## src/rtl/sdci_pkg.sv

```systemverilog
package sdci_pkg;
  localparam int ADDR_W = 4;
  localparam int DATA_W = 32;
  localparam int CMD_W  = 16;

  localparam logic [ADDR_W-1:0] A_ARG   = 4'h0;
  localparam logic [ADDR_W-1:0] A_CMD   = 4'h1;
  localparam logic [ADDR_W-1:0] A_RSP0  = 4'h2;
  localparam logic [ADDR_W-1:0] A_STATE = 4'h6;
  localparam logic [ADDR_W-1:0] A_IRQ   = 4'h7;
  localparam logic [ADDR_W-1:0] A_ERREN = 4'h8;
  localparam logic [ADDR_W-1:0] A_SRST  = 4'h9;

  localparam int SRST_N   = 3;
  localparam int SRST_ALL = 0;
  localparam int SRST_CMD = 1;
  localparam int SRST_DAT = 2;

  typedef enum logic [1:0] {RK_NONE, RK_SHORT, RK_LONG} rsp_kind_e;

  function automatic rsp_kind_e rsp_kind(input logic [1:0] code_lo);
    case (code_lo)
      2'b00:   return RK_NONE;
      2'b01:   return RK_LONG;
      default: return RK_SHORT;
    endcase
  endfunction

  function automatic logic wants_busy(input logic [1:0] code_lo);
    return code_lo == 2'b11;
  endfunction
endpackage

```

## src/rtl/sdci_issue_ctrl.sv

```systemverilog
module sdci_issue_ctrl
  import sdci_pkg::*;
(
  input  logic             clk,
  input  logic             wipe,
  input  logic             cmd_clr,
  input  logic             dat_clr,
  input  logic             cmd_wr,
  input  logic [CMD_W-1:0] cmd_wdata,
  input  logic             eng_done,
  input  logic             eng_err,
  input  logic             dat_done,
  output logic             cmd_inh,
  output logic             dat_inh,
  output logic             eng_start,
  output logic [CMD_W-1:0] cmd_word,
  output logic             fin_ok,
  output logic             fin_err
);
  logic accept, fin, busy_req, data_req;

  always_comb begin
    busy_req = wants_busy(cmd_wdata[1:0]);
    data_req = cmd_wdata[5] | busy_req;
    accept   = cmd_wr && !cmd_clr && !cmd_inh && !(busy_req && dat_inh);
    fin      = cmd_inh && !cmd_clr && (eng_done || eng_err);
    fin_ok   = fin && !eng_err;
    fin_err  = fin && eng_err;
  end

  always_ff @(posedge clk) begin
    if (wipe) cmd_word <= '0;
    else if (accept) cmd_word <= cmd_wdata;

    if (cmd_clr) begin
      cmd_inh   <= 1'b0;
      eng_start <= 1'b0;
    end else begin
      eng_start <= accept;
      if (accept) cmd_inh <= 1'b1;
      else if (fin) cmd_inh <= 1'b0;
    end

    if (dat_clr) dat_inh <= 1'b0;
    else if (accept && data_req) dat_inh <= 1'b1;
    else if (dat_done) dat_inh <= 1'b0;
  end
endmodule

```

## src/rtl/sdci_rsp_store.sv

```systemverilog
module sdci_rsp_store
  import sdci_pkg::*;
#(
  parameter int WORDS = 4
) (
  input  logic                    clk,
  input  logic                    wipe,
  input  logic                    capture,
  input  rsp_kind_e               kind,
  input  logic [WORDS*DATA_W-1:0] rsp_in,
  output logic [WORDS*DATA_W-1:0] rsp_q
);
  for (genvar w = 0; w < WORDS; w++) begin : g_word
    always_ff @(posedge clk) begin
      if (wipe) begin
        rsp_q[w*DATA_W +: DATA_W] <= '0;
      end else if (capture) begin
        if (kind == RK_LONG)
          rsp_q[w*DATA_W +: DATA_W] <= rsp_in[w*DATA_W +: DATA_W];
        else if (kind == RK_SHORT)
          rsp_q[w*DATA_W +: DATA_W] <= (w == 0) ? rsp_in[w*DATA_W +: DATA_W] : '0;
      end
    end
  end
endmodule

```

## src/rtl/sdci_irq_status.sv

```systemverilog
module sdci_irq_status #(
  parameter int ERR_W = 16
) (
  input  logic             clk,
  input  logic             wipe,
  input  logic             cmd_rst,
  input  logic             dat_rst,
  input  logic             ev_cc,
  input  logic             ev_err,
  input  logic [ERR_W-1:0] err_code,
  input  logic             ev_td,
  input  logic             ev_wr,
  input  logic             ev_rd,
  input  logic             clr_wr,
  input  logic [15:0]      clr_norm,
  input  logic [ERR_W-1:0] clr_err,
  input  logic [ERR_W-1:0] err_en,
  output logic [15:0]      norm_sts,
  output logic [ERR_W-1:0] err_sts
);
  logic cc_q, td_q, wr_q, rd_q;
  logic [15:0] c;

  assign c = clr_wr ? clr_norm : 16'h0;

  always_ff @(posedge clk) begin
    if (wipe) begin
      cc_q <= 1'b0; td_q <= 1'b0; wr_q <= 1'b0; rd_q <= 1'b0;
      err_sts <= '0;
    end else begin
      cc_q <= cmd_rst ? 1'b0 : ((cc_q & ~c[0]) | ev_cc);
      td_q <= dat_rst ? 1'b0 : ((td_q & ~c[1]) | ev_td);
      wr_q <= dat_rst ? 1'b0 : ((wr_q & ~c[4]) | ev_wr);
      rd_q <= dat_rst ? 1'b0 : ((rd_q & ~c[5]) | ev_rd);
      err_sts <= (err_sts & ~(clr_wr ? clr_err : '0)) | (ev_err ? err_code : '0);
    end
  end

  assign norm_sts = {|(err_sts & err_en), 9'b0, rd_q, wr_q, 2'b0, td_q, cc_q};
endmodule

```

## src/rtl/sdci_soft_reset.sv

```systemverilog
module sdci_soft_reset #(
  parameter int NUM    = 3,
  parameter int CYCLES = 4
) (
  input  logic           clk,
  input  logic           rst,
  input  logic           req_wr,
  input  logic [NUM-1:0] req_bits,
  output logic [NUM-1:0] active
);
  localparam int CW = $clog2(CYCLES + 1);

  for (genvar i = 0; i < NUM; i++) begin : g_bit
    logic [CW-1:0] cnt;
    always_ff @(posedge clk) begin
      if (rst) begin
        active[i] <= 1'b0;
        cnt       <= '0;
      end else if (active[i]) begin
        if (cnt == '0) active[i] <= 1'b0;
        else cnt <= cnt - 1'b1;
      end else if (req_wr && req_bits[i]) begin
        active[i] <= 1'b1;
        cnt       <= CW'(CYCLES - 1);
      end
    end
  end
endmodule

```

## src/rtl/sd_cmd_issue_unit.sv

```systemverilog
module sd_cmd_issue_unit
  import sdci_pkg::*;
#(
  parameter int RSP_WORDS  = 4,
  parameter int ERR_W      = 16,
  parameter int RST_CYCLES = 4
) (
  input  logic                        clk,
  input  logic                        rst,
  input  logic [ADDR_W-1:0]           reg_addr,
  input  logic                        reg_wr,
  input  logic [DATA_W-1:0]           reg_wdata,
  input  logic                        reg_rd,
  output logic [DATA_W-1:0]           reg_rdata,
  input  logic                        card_present,
  output logic                        eng_start,
  output logic [CMD_W-1:0]            eng_cmd_word,
  output logic [DATA_W-1:0]           eng_arg,
  input  logic                        eng_done,
  input  logic                        eng_err,
  input  logic [ERR_W-1:0]            eng_err_code,
  input  logic [RSP_WORDS*DATA_W-1:0] eng_rsp,
  input  logic                        dat_done,
  input  logic                        buf_wr_rdy,
  input  logic                        buf_rd_rdy,
  output logic                        cmd_path_rst,
  output logic                        dat_path_rst
);
  logic [SRST_N-1:0] srst_act;
  logic wipe, cmd_clr, dat_clr, wr_ok;
  logic cmd_inh, dat_inh, fin_ok, fin_err;
  logic [DATA_W-1:0] arg_q;
  logic [ERR_W-1:0] err_en, err_sts;
  logic [15:0] norm_sts;
  logic [RSP_WORDS*DATA_W-1:0] rsp_q;
  logic [DATA_W-1:0] rd_mux;

  assign wipe    = rst | srst_act[SRST_ALL];
  assign cmd_clr = wipe | srst_act[SRST_CMD];
  assign dat_clr = wipe | srst_act[SRST_DAT];
  assign wr_ok   = reg_wr & ~srst_act[SRST_ALL];

  sdci_soft_reset #(.NUM(SRST_N), .CYCLES(RST_CYCLES)) u_srst (
    .clk(clk), .rst(rst),
    .req_wr(wr_ok && reg_addr == A_SRST),
    .req_bits(reg_wdata[SRST_N-1:0]),
    .active(srst_act)
  );

  sdci_issue_ctrl u_issue (
    .clk(clk), .wipe(wipe), .cmd_clr(cmd_clr), .dat_clr(dat_clr),
    .cmd_wr(wr_ok && reg_addr == A_CMD), .cmd_wdata(reg_wdata[CMD_W-1:0]),
    .eng_done(eng_done), .eng_err(eng_err), .dat_done(dat_done),
    .cmd_inh(cmd_inh), .dat_inh(dat_inh), .eng_start(eng_start),
    .cmd_word(eng_cmd_word), .fin_ok(fin_ok), .fin_err(fin_err)
  );

  sdci_rsp_store #(.WORDS(RSP_WORDS)) u_rsp (
    .clk(clk), .wipe(wipe), .capture(fin_ok),
    .kind(rsp_kind(eng_cmd_word[1:0])), .rsp_in(eng_rsp), .rsp_q(rsp_q)
  );

  sdci_irq_status #(.ERR_W(ERR_W)) u_irq (
    .clk(clk), .wipe(wipe),
    .cmd_rst(srst_act[SRST_CMD]), .dat_rst(srst_act[SRST_DAT]),
    .ev_cc(fin_ok), .ev_err(fin_err), .err_code(eng_err_code),
    .ev_td(dat_done & ~dat_clr), .ev_wr(buf_wr_rdy & ~dat_clr),
    .ev_rd(buf_rd_rdy & ~dat_clr),
    .clr_wr(wr_ok && reg_addr == A_IRQ),
    .clr_norm(reg_wdata[15:0]), .clr_err(reg_wdata[16 +: ERR_W]),
    .err_en(err_en), .norm_sts(norm_sts), .err_sts(err_sts)
  );

  always_ff @(posedge clk) begin
    if (wipe) begin
      arg_q  <= '0;
      err_en <= '0;
    end else if (wr_ok) begin
      if (reg_addr == A_ARG) arg_q <= reg_wdata;
      if (reg_addr == A_ERREN) err_en <= reg_wdata[ERR_W-1:0];
    end
  end
  assign eng_arg = arg_q;

  always_comb begin
    rd_mux = '0;
    case (reg_addr)
      A_ARG:   rd_mux = arg_q;
      A_CMD:   rd_mux = {{(DATA_W-CMD_W){1'b0}}, eng_cmd_word};
      A_STATE: rd_mux = {15'b0, card_present, 14'b0, dat_inh, cmd_inh};
      A_IRQ:   rd_mux = {err_sts, norm_sts};
      A_ERREN: rd_mux = {{(DATA_W-ERR_W){1'b0}}, err_en};
      A_SRST:  rd_mux = {{(DATA_W-SRST_N){1'b0}}, srst_act};
      default: begin
        for (int w = 0; w < RSP_WORDS; w++)
          if (reg_addr == A_RSP0 + ADDR_W'(w)) rd_mux = rsp_q[w*DATA_W +: DATA_W];
      end
    endcase
  end

  always_ff @(posedge clk) begin
    if (rst) reg_rdata <= '0;
    else if (reg_rd) reg_rdata <= rd_mux;
  end

  assign cmd_path_rst = srst_act[SRST_ALL] | srst_act[SRST_CMD];
  assign dat_path_rst = srst_act[SRST_ALL] | srst_act[SRST_DAT];
endmodule

```

## config.mk

```make
export PLATFORM = sky130hd
export DESIGN_NAME = sd_cmd_issue_unit
export DESIGN_NICKNAME = d
export VERILOG_FILES = /design/src/rtl/sdci_pkg.sv /design/src/rtl/sdci_issue_ctrl.sv /design/src/rtl/sdci_rsp_store.sv /design/src/rtl/sdci_irq_status.sv /design/src/rtl/sdci_soft_reset.sv /design/src/rtl/sd_cmd_issue_unit.sv
export SDC_FILE = /design/constraint.sdc
export NUM_CORES = 1
export LEC_CHECK = 0
export BUFFER_PORTS_ARGS = -buffer_cell sky130_fd_sc_hd__buf_2
export CORE_UTILIZATION = 55
export CTS_CLUSTER_SIZE = 16
export DETAILED_ROUTE_END_ITERATION = 12
export HOLD_SLACK_MARGIN = 0.08
export PLACE_DENSITY = 0.81
export SYNTH_ARGS = -nofsm -noshare
export SYNTH_HDL_FRONTEND = slang
export SYNTH_SLANG_ARGS = --single-unit
```

## constraint.sdc

```tcl
create_clock -name clk -period 3.5 [get_ports clk]
set_input_delay 0.35 -clock clk [delete_from_list [all_inputs] [get_ports clk]]
set_output_delay 0.35 -clock clk [all_outputs]
set_load 0.1 [all_outputs]
```

Yosys cells after proc, flatten, opt, wreduce, memory -nomap -nowiden
Cells that the tools add are included.
{ "classes": {"eq_ne": 16, "n_mux": 37, "n_reduce_logical": 40, "add_sub_neg": 3, "bitwise_logic": 28} }
{ "op_table": {"columns": ["cell", "count"], "rows": [
  ["$mux W32", 10],
  ["$pmux W32 S6", 1],
  ["$and A16 B16 Y16", 2],
  ["$mux W16", 2],
  ["$mux W3", 9],
  ["$eq A4 B3 Y1 const B", 4],
  ["$not A16 Y16", 1],
  ["$or A16 B16 Y16", 1],
  ["$reduce_or A16 Y1", 1],
  ["$logic_and A1 B1 Y1", 15],
  ["$mux W1", 13],
  ["$reduce_and A2 Y1", 6],
  ["$reduce_bool A2 Y1", 6],
  ["$or A1 B1 Y1", 10],
  ["$logic_not A3 Y1", 3],
  ["$sub A3 B1 Y3 const B", 3],
  ["$and A1 B1 Y1", 8],
  ["$eq A4 B2 Y1 const B", 2],
  ["$eq A4 B4 Y1 const B", 2],
  ["$mux W6", 1],
  ["$ne A2 B2 Y1 const B", 3],
  ["$not A1 Y1", 6],
  ["$eq A2 B1 Y1 const B", 2],
  ["$eq A2 B2 Y1 const B", 2],
  ["7 further kinds", 11]
]} }
{ "totals": {"register_bits": 259, "inputBits": 190} }

Longest topological paths before layout
Gate-level depths: netlist of run 1.
{ "logic_depth": {"word_depth": 8, "depth_mapped": 8, "depth_no_buf": 7} }

Modules after synthesis
Synthesis of run 1 repeated with hierarchy kept, for this count alone.
{ "hier_totals": {"hier_cells": 1458, "area_unflattened_um2": 11981.5} }
{ "modules_own_cells": {"columns": ["module", "instances", "cells_each", "area_each_um2", "seq_area_each_um2"], "rows": [
  ["sd_cmd_issue_unit", 1, 641, 4992.3, 1601.5],
  ["sdci_rsp_store", 1, 569, 4630.7, 2562.5],
  ["sdci_irq_status", 1, 111, 957.2, 400.4],
  ["sdci_issue_ctrl", 1, 79, 780.7, 380.4],
  ["sdci_soft_reset", 1, 58, 620.6, 240.2]
]} }

Least setup slack after synthesis of run 1
OpenSTA, ideal clock, no wires.
{ "synth_timing": {"path_kind": "register to register", "startpoint": "register u_issue.cmd_word[0]", "endpoint": "register u_rsp.rsp_q[39]", "period_less_slack_ns": 2.031, "stages_incl_launch_ff": 7, "arrival_ns": 1.903, "n_path_buf": 2, "path_slack_ns": 1.469, "setup_ns": 0.128, "cell_sequence": "dfxtp_1 nor2_1 or2_1 clkbuf_1 clkbuf_1 a22oi_1 nor2_1"} }
{ "synth_between": {"elab_chain_cells": 5, "word_cells_on_any_way": 8, "cone_classes": "3 x eq/ne; 2 x mux; 3 x reduce/logical"} }
{ "synth_lines": {"columns": ["item", "line_no", "source"], "rows": [
  ["from (decl)", "sdci_issue_ctrl.sv:16", "output logic [CMD_W-1:0] cmd_word,"],
  ["from (signal assigned)", "sdci_issue_ctrl.sv:33", "else if (accept) cmd_word <= cmd_wdata;"],
  ["$eq A2 B1 Y1 / $logic_not A2 Y1 (equally long branches)", "sdci_pkg.sv:22", "case (code_lo)"],
  ["$pmux W2 S2 *", "sdci_pkg.sv:22", null],
  ["$eq A2 B1 Y1 / $eq A2 B2 Y1 (equally long branches)", "sdci_rsp_store.sv:20, sdci_rsp_store.sv:18", null],
  ["$reduce_bool A2 Y1 (no source line)", null, null],
  ["$reduce_and A2 Y1 (no source line)", null, null],
  ["to (signal, indexed assignment)", "sdci_rsp_store.sv:19", "rsp_q[w*DATA_W +: DATA_W] <= rsp_in[w*DATA_W +: DATA_W];"],
  ["to (signal, indexed assignment)", "sdci_rsp_store.sv:21", "rsp_q[w*DATA_W +: DATA_W] <= (w == 0) ? rsp_in[w*DATA_W +: DATA_W] : '0;"],
  ["to (decl)", "sdci_rsp_store.sv:11", "output logic [WORDS*DATA_W-1:0] rsp_q"]
]} }
Mark *: on every way between the ends. The rest lies on a longest branch, timed or not.
A chain may end at the register's enable or synchronous reset.

Final worst setup path of run 1
{ "layout_timing": {"startpoint": "register u_srst.active[1]", "endpoint": "register u_rsp.rsp_q[90]"} }
{ "layout_between": {"elab_chain_cells": 6} }
{ "layout_lines": {"columns": ["item", "line_no", "source"], "rows": [
  ["from (decl)", "sdci_soft_reset.sv:9", "output logic [NUM-1:0] active"],
  ["from (signal, indexed assignment)", "sdci_soft_reset.sv:17", "active[i] <= 1'b0;"],
  ["from (signal, indexed assignment)", "sdci_soft_reset.sv:20", "if (cnt == '0) active[i] <= 1'b0;"],
  ["from (signal, indexed assignment)", "sdci_soft_reset.sv:23", "active[i] <= 1'b1;"],
  ["$or A1 B1 Y1", "sd_cmd_issue_unit.sv:39", "assign cmd_clr = wipe | srst_act[SRST_CMD];"],
  ["$logic_not A1 Y1", "sdci_issue_ctrl.sv:26", "fin = cmd_inh && !cmd_clr && (eng_done || eng_err);"],
  ["$logic_and A1 B1 Y1 (2 in series)", "sdci_issue_ctrl.sv:26", null],
  ["$logic_and A1 B1 Y1", "sdci_issue_ctrl.sv:27", "fin_ok = fin && !eng_err;"],
  ["$reduce_and A2 Y1 (no source line)", null, null]
]} }
Every way passes these cells.

==> flow_summary.toml, run 1 <==
[sta]
setup_ws_ps = 1180
fmax_mhz = 430
maxSlewHeadroom_pct = 20.6
worst_pin_slew_ps = 1190
period_share_pct = 66.4
skew_ps = 10.4
timing.setup.tns_ps = 0
rsz0062_at_grt = "no"
setup_viol = 0
slew_viol_final = 0
hold_viol_final = 0
fin_crit_ps = 2320

[cts]
cts_tree = "built"
cts_hold_buf = 69
h-tree-depth = 1
clockBufferDepth = 3
post_cts_buffers = 0
clock-sinks = 259
path_clk_slew_ps = 60
root_buffer = "clkbuf_16"
numCtsBuffers = 27
clkLatencyLatePin_ps = 530
ctsResizeCount = 0

[pwr]
combPwrFrac_pct = 11.0
leakagePower_nw = 5.65
vdd_ir_drop_max_uv = 367
p_sw_mw = 1.70
netSwitchingFraction_pct = 25.6
seq_power_share_pct = 45.4
powerDensity_nw_per_um2 = 470
clkPwrFrac_pct = 43.7
p_int_mw = 4.93

[synthesis]
synth_fp_nets = 1488
yosys.area.top_type_share_pct = 46.9
syn_area_sq_um = 11100
yosysTopAreaCell = "dfxtp_1"
synthFlopType = "dfxtp_1"
yosys_warnings = 0
seq_area_frac_synth_pct = 46.9
syn_inst = 1292
yosys_register_bits = 259
synth-edff-count = 0
synth_cell_types = 57
synth.area.top_cells = "dfxtp_1 47%, a22oi_1 7.8%, a21oi_1 7.4%"
synth-async-reset-ratio_pct = 0
avgSynthCellArea_sq_um = 8.56

[finish]
filler_cell_count = 1438
drive_above_1_share_pct = 24.9
nNetsFinal = 1764
area_growth_pct = 27.6
regArea_sq_um = 5180
final_common_cell = "buf_2"
final_cell_mix = "271 x buf_2, 259 x dfxtp_1, 210 x nand2_1, 163 x a21oi_1, 150 x nor2_1"
multi_input_area_sq_um = 5320

[global_routing]
grt_pass1_vias = 10400
grt_start_max_net_pins = 89
grt_pass1_wl_mm = 56.4
grt_overflow_total = 0
antenna_found_initial = 3
grt_usage_pct = 35.2

[critical_path]
path_max_fanout = 36
crit_arrival_ps = 2780
critical-path-slowest-cell = "nor3b_4"
r2r_start = "u_srst.active[1]"
reg2regPathDepth = 6
rrSetupSlack_ps = 1180
worstSetupEndpointType = "flop"
slowest_delay_ps = 710
required_ps = 3950
cp-start-kind = "flop"
path_class = "reg -> reg"
startpoint = "u_srst.active[1]"
reg2reg_to = "u_rsp.rsp_q[90]"
worstPathCellList = "nor4b_4, nand3b_2, nor3b_4, buf_12, a22oi_1, nor2_1"

[die]
initial_utilization_pct = 56.4
die_y_microns = 144
coreArea_sq_um = 19600
die_x_microns = 144
io_pins = 273
die_area_sq_um = 20700
rows = 51

[drt]
final_antenna_net_count = 0
drc = 0
wl_per_cell_microns = 20.1
dr.pass1.iters = 6
via_per_inst = 6.06
vias = 11200
wirelength_mm = 37.2
drt_iter0_drc = 1465

[placed_design]
place.gp.congestion = 0.896
io_buffers = 272
pre_cts_slack_ps = 855
hpwl_mm = 25.1

[flow_run]
maxCapViolCount = 0

[hold_path]
min_path_type = "in -> reg"
hold_depth = 3
hold_end = "u_irq.err_sts[7]"
min_from = "eng_err_code[7]"

[run_status]
status = "finished, final reports clean"
## worst max path at each step
stage | to | slack, ps | cells after the start
finish | u_rsp.rsp_q[90] | 1180 | 6
global route | u_rsp.rsp_q[90] | 1030 | 6
CTS | u_rsp.rsp_q[74] | 1250 | 6
detailed placement | reg_rdata[17] | 860 | 4
global placement | reg_rdata[17] | 900 | 4
floorplan | u_rsp.rsp_q[39] | 1470 | 6
## sequential cells by signal, indices dropped and copies added, names as in the netlist, 3 cells and up
| signal | cells |
|---|---|
| eng_arg | 32 |
| err_en | 16 |
| reg_rdata | 32 |
| u_irq.err_sts | 16 |
| u_issue.cmd_word | 16 |
| u_rsp.rsp_q | 128 |
| u_srst.active | 3 |
| u_srst.g_bit.cnt | 9 |
## power by group through the flow
stage | registers, mW | clock network, mW | logic [mW]
6_report | 3.00 | 2.89 | 0.727
3_5_place_dp | 3.07 | 0 | 0.650
2_1_floorplan | 3.24 | 0 | 0.234
5_1_grt | 3.01 | 3.02 | 0.762
4_1_cts | 3.00 | 2.90 | 0.712
3_3_place_gp | 3.07 | 0 | 0.646
## stage by stage
step	cells	area (sq um)	util [%]	total power, mW	hold slack, ps
floorplan	1292	11100	-	3.48	434
global placement	1735	12500	63.8	3.71	427
detailed placement	1735	12500	63.8	3.72	433
CTS	1852	14100	72.0	6.62	80.0
global route	1853	14100	72.0	6.79	86.6
finish	1854	14100	72.0	6.62	74.5
## cell type report
cell class | instances | share of cell area (%)
Antenna cell | 2 | 0.0355
Inverter | 16 | 0.426
Multi-Input combinational cell | 902 | 37.7
Clock inverter | 11 | 0.843
Tap cell | 265 | 2.35
Clock buffer | 37 | 5.55
Sequential cell | 259 | 36.8
Timing Repair Buffer | 362 | 16.3
## metal layers
| layer | wire length, microns | up-vias | global-route usage [%] | share of wire [%] |
|---|---|---|---|---|
| met5 | 0 | - | 0 | 0 |
| met4 | 1310 | 0 | 11.8 | 3.5 |
| met3 | 3770 | 99 | 7.20 | 10 |
| met2 | 17200 | 695 | 57.3 | 46 |
| met1 | 14900 | 5279 | 46.4 | 40 |
| li1 | - | 5167 | - | - |
## logic make-up (layout without fill, tap and decap cells)
family,count (synthesis),after routing,synth area share [%]
buffers and inverters,131,426,5.34
AOI/OAI and AO/OA,408,408,24.4
DFF,259,259,46.9
and+or+nand+nor,417,417,15.7
other,0,2,0
muxes,71,71,6.96
adders and majority gates,6,6,0.679
## synth_stat cells, drive strengths merged (5+ instances only)
library cell,instances
buf,45
mux2i,33
inv,15
o21ai,28
or2,6
clkbuf,70
o32ai,5
mux2,37
a222oi,21
nor3,11
a22o,5
a211oi,9
a21oi,163
o31ai,7
o41ai,15
nor2,153
a22oi,115
dfxtp,259
nand2,210
ha,6
nand2b,12
nor2b,10
a221oi,14
o21a,6
## worst max-delay path: cells and delay by family (launching register included)
family                 cells  cell delay (ps)
AO/OA/AOI/OAI              1              110
buffers and inverters      1              290
flip-flops                 1              400
AND/OR/NAND/NOR            4             1430
Note: power is estimated with default switching activity, not from simulation.
==> inputs of run 2 (changes only) <==
--- a/config.mk
+++ b/config.mk
@@ -5,12 +5,13 @@
 export SDC_FILE = /design/constraint.sdc
 export NUM_CORES = 1
 export LEC_CHECK = 0
+export ABC_AREA = 1
 export BUFFER_PORTS_ARGS = -buffer_cell sky130_fd_sc_hd__buf_2
-export CORE_UTILIZATION = 55
+export CORE_UTILIZATION = 48
 export CTS_CLUSTER_SIZE = 16
 export DETAILED_ROUTE_END_ITERATION = 12
 export HOLD_SLACK_MARGIN = 0.08
-export PLACE_DENSITY = 0.81
+export PLACE_DENSITY = 0.75
 export SYNTH_ARGS = -nofsm -noshare
 export SYNTH_HDL_FRONTEND = slang
 export SYNTH_SLANG_ARGS = --single-unit
==> constraint.sdc (replaced) <==
create_clock -name clk -period 2.1 [get_ports clk]
set_input_delay 0.21 -clock clk [delete_from_list [all_inputs] [get_ports clk]]
set_output_delay 0.21 -clock clk [all_outputs]
set_load 0.1 [all_outputs]
==> run 2 against run 1 <==
  * Global-route usage decreased by 3.0 points
  * Count of clock-buffer cells in the layout unchanged
  * Clock power increased by 73%
  * Maximum frequency increased by 16%
  * Largest power group unchanged
  * First-iteration DRC count decreased by 33%
==> flow_summary.toml, run 2 <==
[run_status]
status = "finished, final reports clean"

[synthesis]
synth-async-reset-ratio_pct = 0
yosys_warnings = 0
seq_area_frac_synth_pct = 47.4
synth.area.top_cells = "dfxtp_1 47%, nand2_1 15%, a21oi_1 13%"
synth-edff-count = 0
synth_fp_nets = 1761
yosysMostFrequentCell = "nand2_1"
yosys.area.top_type_share_pct = 47.4
avgSynthCellArea_sq_um = 7.00
syn_inst = 1565
yosysTopAreaCell = "dfxtp_1"
synth_common_cells = "450 x nand2_1, 283 x a21oi_1, 259 x dfxtp_1"
yosys_register_bits = 259
synthFlopType = "dfxtp_1"
synth_cell_types = 27
syn_area_sq_um = 10900

[cts]
path_clk_slew_ps = 60
numCtsBuffers = 27
cts_tree = "built"
clock-sinks = 259
root_buffer = "clkbuf_16"
clkLatencyLatePin_ps = 540
h-tree-depth = 1
clockBufferDepth = 3

[flow_run]
maxCapViolCount = 0

[placed_design]
io_buffers = 272
place_area_sq_um = 12600
dp_cells = 2046
hpwl_mm = 23.8
place.gp.congestion = 0.973
pre_cts_slack_ps = 229

[global_routing]
grt_usage_pct = 32.2
grt_start_max_net_pins = 161
grt_pass1_vias = 11600
grt_pass1_wl_mm = 60.2
grt_overflow_total = 0
antenna_found_initial = 0

[critical_path]
cpLargestDelayFamily = "buffers and inverters"
required_ps = 2530
path_max_fanout = 23
crit_arrival_ps = 2430
path_class = "reg -> reg"
worstPathCellList = "inv_1, nand2_1, inv_1, buf_6, nand3_1, a21oi_1, dlygate4sd3_1, nor2_1"
worstSetupEndpointType = "flop"
slowest_delay_ps = 560
crit_top_cell = "inv_1"
worstPathBufferInverterCount = 4
critical-path-slowest-cell = "dlygate4sd3_1"
cp-start-kind = "flop"

[sta]
worst_pin_slew_ps = 697
rsz0062_at_grt = "no"
setup_ws_ps = 95.1
setup_viol = 0
skew_ps = 9.00
fin_crit_ps = 2000
fmax_mhz = 499
hold_viol_final = 0
timing.setup.tns_ps = 0
maxSlewHeadroom_pct = 53.6
period_share_pct = 95.5
slew_viol_final = 0
whs_ps = 175

[finish]
final_cells = 2279
largest_register_ffs = 128
final_area_sq_um = 15400
drive_above_1_share_pct = 17.9
regMostFlops = "u_rsp.rsp_q"
nNetsFinal = 2176
post-route-util_pct = 69.7
area_growth_pct = 40.6
final_cell_mix = "450 x nand2_1, 283 x a21oi_1, 272 x buf_2, 259 x dfxtp_1, 184 x dlygate4sd3_1"
diodes = 0
final_common_cell = "nand2_1"

[drt]
vias = 12300
final_antenna_net_count = 0
via_per_inst = 5.38
drt_iter0_drc = 986
drc = 0
wl_per_cell_microns = 17.3
wirelength_mm = 39.4
dr.pass1.iters = 5

[die]
die_area_sq_um = 23400
die_y_microns = 153
io_pins = 273
die_x_microns = 153
rows = 54
coreArea_sq_um = 22100
initial_utilization_pct = 49.6

[pwr]
combPwrFrac_pct = 12.4
clkPwrFrac_pct = 43.8
p_sw_mw = 2.92
netSwitchingFraction_pct = 25.5
leakagePower_nw = 6.33
powerDensity_nw_per_um2 = 743
power_mw = 11.4
vdd_ir_drop_max_uv = 622
seq_power_share_pct = 43.8
p_int_mw = 8.53

[hold_path]
min_path_type = "in -> reg"
run 2: changes by cell type after synthesis, moves of 15 or more:
cell / delta
nand2_1: +240
inv_1: +114
a22oi_1: -115
nor2_1: -63
o41ai_1: -15
a222oi_1: -21
a21oi_1: +120
mux2_2: -37
o21ai_0: +120
nand3_1: +57
mux2i_1: -33
run 2: cells by family after synthesis:
logic type      after synthesis  synth area share, %
compound gates              457                 21.4
flops                       259                 47.4
simple gates                610                 22.0
fa+ha+maj                     6                0.686
buf+inv                     233                 8.57
run 2: timing repair:
action / 4_1_cts / 5_1_grt
setup endpoints to repair: 0 / 3
setup buffers: 0 / 0
gates resized for setup: 0 / 2
hold buffers: 184 / 0
endpoints found under the hold margin: 210 / 0
run 2: per-layer routing:
metal | GRT usage (%) | up-vias | part of all wire (%)
li1 | - | 5908 | -
met1 | 42.2 | 5629 | 42
met2 | 54.4 | 630 | 47
met3 | 4.51 | 84 | 8.5
met4 | 10.7 | 0 | 3.1
met5 | 0 | - | 0
run 2: worst paths after layout:
path | from | to | slack [ps] | depth (start not counted)
worst max register to register | u_srst.active[0] | u_irq.rd_q | 100 | 8
worst min-delay path | reg_rd | reg_rdata[1] | 170 | 3
worst max-delay path | u_srst.active[0] | u_irq.rd_q | 100 | 8
worst min register to register | u_rsp.rsp_q[25] | u_rsp.rsp_q[25] | 450 | 2
run 2: final cells by class:
class	instances	area [sq um]
tap	280	350
clock buffer	37	763
multi-input combinational	1073	4860
timing repair buffer	487	3570
inverter	132	497
clock inverter	11	164
sequential	259	5180
fill	1764	6700
run 2: worst register-to-register path: cells and delay by family (launching register included):
kind	cells	cell delay, ps
buffers and inverters	4	1060
and+or+nand+nor	3	350
AOI/OAI and AO/OA	1	140
DFF	1	330
run 2: power by group through the flow:
| stage | Combinational (mW) | Sequential [mW] | Clock, mW |
|---|---|---|---|
| after global routing | 1.51 | 5.02 | 5.23 |
| final | 1.42 | 5.01 | 5.01 |
| after global placement | 1.11 | 5.12 | 0 |
| after detailed placement | 1.11 | 5.12 | 0 |
| after CTS | 1.38 | 5.01 | 5.06 |
| after floorplan | 0.348 | 5.44 | 0 |
==> inputs of run 3 (changes only) <==
==> constraint.sdc (replaced) <==
create_clock -name clk -period 1.7 [get_ports clk]
set_input_delay 0.17 -clock clk [delete_from_list [all_inputs] [get_ports clk]]
set_output_delay 0.17 -clock clk [all_outputs]
set_load 0.1 [all_outputs]
==> run 3 against run 2 <==
  * The run now ends with setup timing left
  * Sequential share of layout area fell by 1.2 points
  * Power rose by 19%
  * Sequential cell count did not move
  * Critical endpoint is now u_rsp.rsp_q[55]
  * Largest power group unchanged
==> flow_summary.toml, run 3 (same netlist as run 2, synthesis figures left out) <==
[sta]
fmax_mhz = 557
fin_crit_ps = 1800
setup_viol = 37
hold_viol_final = 0
slew_viol_final = 0
skew_ps = 8.16
rsz0062_at_grt = "yes"
timing.setup.tns_ps = -933
period_share_pct = 106
maxSlewHeadroom_pct = 63.8
worst_pin_slew_ps = 546
setup_ws_ps = -95.9

[flow_run]
maxCapViolCount = 0

[global_routing]
grt_overflow_total = 0
grt_start_max_net_pins = 134
grt_pass1_wl_mm = 61.4
grt_pass1_vias = 11800
grt_usage_pct = 32.8
antenna_found_initial = 0

[cts]
root_buffer = "clkbuf_16"
clockBufferDepth = 3
numCtsBuffers = 27
cts_tree = "built"
h-tree-depth = 1
clkLatencyLatePin_ps = 550
clock-sinks = 259
path_clk_slew_ps = 60

[run_status]
status = "finished, violations left"
violations = "setup timing"

[critical_path]
worstSetupEndpointType = "flop"
path_class = "reg -> reg"
worstPathCellList = "nor2_4, nand2_4, nor2_4, nand3_4, nor3_4, buf_12, clkbuf_16, buf_6, nand2_1, a21oi_1"
cp-start-kind = "flop"
path_max_fanout = 10
crit_top_cell = "nor2_4"
crit_arrival_ps = 2270
critical-path-slowest-cell = "dfxtp_2"
required_ps = 2170
rrSetupSlack_ps = -100
slowest_delay_ps = 340

[finish]
area_growth_pct = 46.1
regMostFlops = "u_rsp.rsp_q"
largest_register_ffs = 128
nNetsFinal = 2202
drive_above_1_share_pct = 21.0
diodes = 0
final_cell_mix = "435 x nand2_1, 269 x buf_2, 260 x a21oi_1, 256 x dfxtp_1, 182 x dlygate4sd3_1"
final_common_cell = "nand2_1"
post-route-util_pct = 72.4

[die]
die_area_sq_um = 23400
coreArea_sq_um = 22100
die_y_microns = 153
io_pins = 273
rows = 54
initial_utilization_pct = 49.6
die_x_microns = 153

[placed_design]
hpwl_mm = 24.2
io_buffers = 272
place.gp.congestion = 0.903

[pwr]
leakagePower_nw = 6.58
vdd_ir_drop_max_uv = 675
power_mw = 13.6
powerDensity_nw_per_um2 = 851

[drt]
via_per_inst = 5.56
vias = 12800
dr.pass1.iters = 6
final_antenna_net_count = 0
drc = 0
drt_iter0_drc = 1271
wirelength_mm = 42.7
wl_per_cell_microns = 18.5

[hold_path]
min_path_type = "in -> reg"
[run 3: cell count changes in the layout (fill, tap and decap cells not counted), moves of 10 or more]
cell	previous run	this run
a21oi_1	283	260
nand2_1	450	435
a21oi_2	0	23
o21ai_1	0	10
o21ai_0	147	137
buf_12	9	19
nand2_2	1	11
[run 3: final timing paths]
path | startpoint | end | cells past startpoint
max | u_srst.active[0] | u_rsp.rsp_q[55] | 10
min | reg_rd | reg_rdata[18] | 4
max reg2reg | u_srst.active[0] | u_rsp.rsp_q[55] | 10
min reg2reg | u_rsp.rsp_q[24] | u_rsp.rsp_q[24] | 2
[run 3: timing repair]
action | CTS | global route
hold endpoints to repair | 215 | 0
pin swaps | 0 | 11
hold buffers | 182 | 0
gates cloned | 0 | 15
buffers inserted | 0 | 8
endpoints found under the setup margin | 3 | 131
resized for setup | 5 | 71
[run 3: power breakdown]
part | leakage [nW] | internal (mW) | switching [mW] | total, mW
Combinational | 4.07 | 0.659 | 1.12 | 1.78
Clock | 0.409 | 3.12 | 2.52 | 5.64
Sequential | 2.09 | 6.14 | 0.0512 | 6.19
[run 3: routing by layer]
| metal | vias up | global-route usage (%) | routed length, microns |
|---|---|---|---|
| met5 | - | 0 | 0 |
| met4 | 0 | 10.4 | 1920 |
| met3 | 141 | 3.97 | 4260 |
| met2 | 840 | 55.5 | 20000 |
| met1 | 5871 | 43.4 | 16600 |
| li1 | 5967 | - | - |
[run 3: cell type report]
class                   instances  area [sq um]
multi-input cells            1073          5030
inverters                     132           498
clock inverters                 9          62.6
flip-flops and latches        259          5190
fillers                      1643          6100
well taps                     280           350
clock buffers                  40           764
repair buffers                513          4100
[run 3: per-stage QoR]
stage	setup WS [ps]	hold slack, ps	cell area, sq um	cells
after global routing	-153	143	16000	2306
final	-95.9	107	16000	2306
after CTS	0.708	106	15400	2284
after global placement	15.4	399	12700	2053
after floorplan	62.0	281	11000	1565
after detailed placement	14.2	405	12700	2053
[run 3: worst max-delay path, delay by kind of cell, from the launching register on]
kind                   cells  cell delay [ps]
and+or+nand+nor            6              760
AOI/OAI and AO/OA          1              170
buffers and inverters      3              460
DFF                        1              340
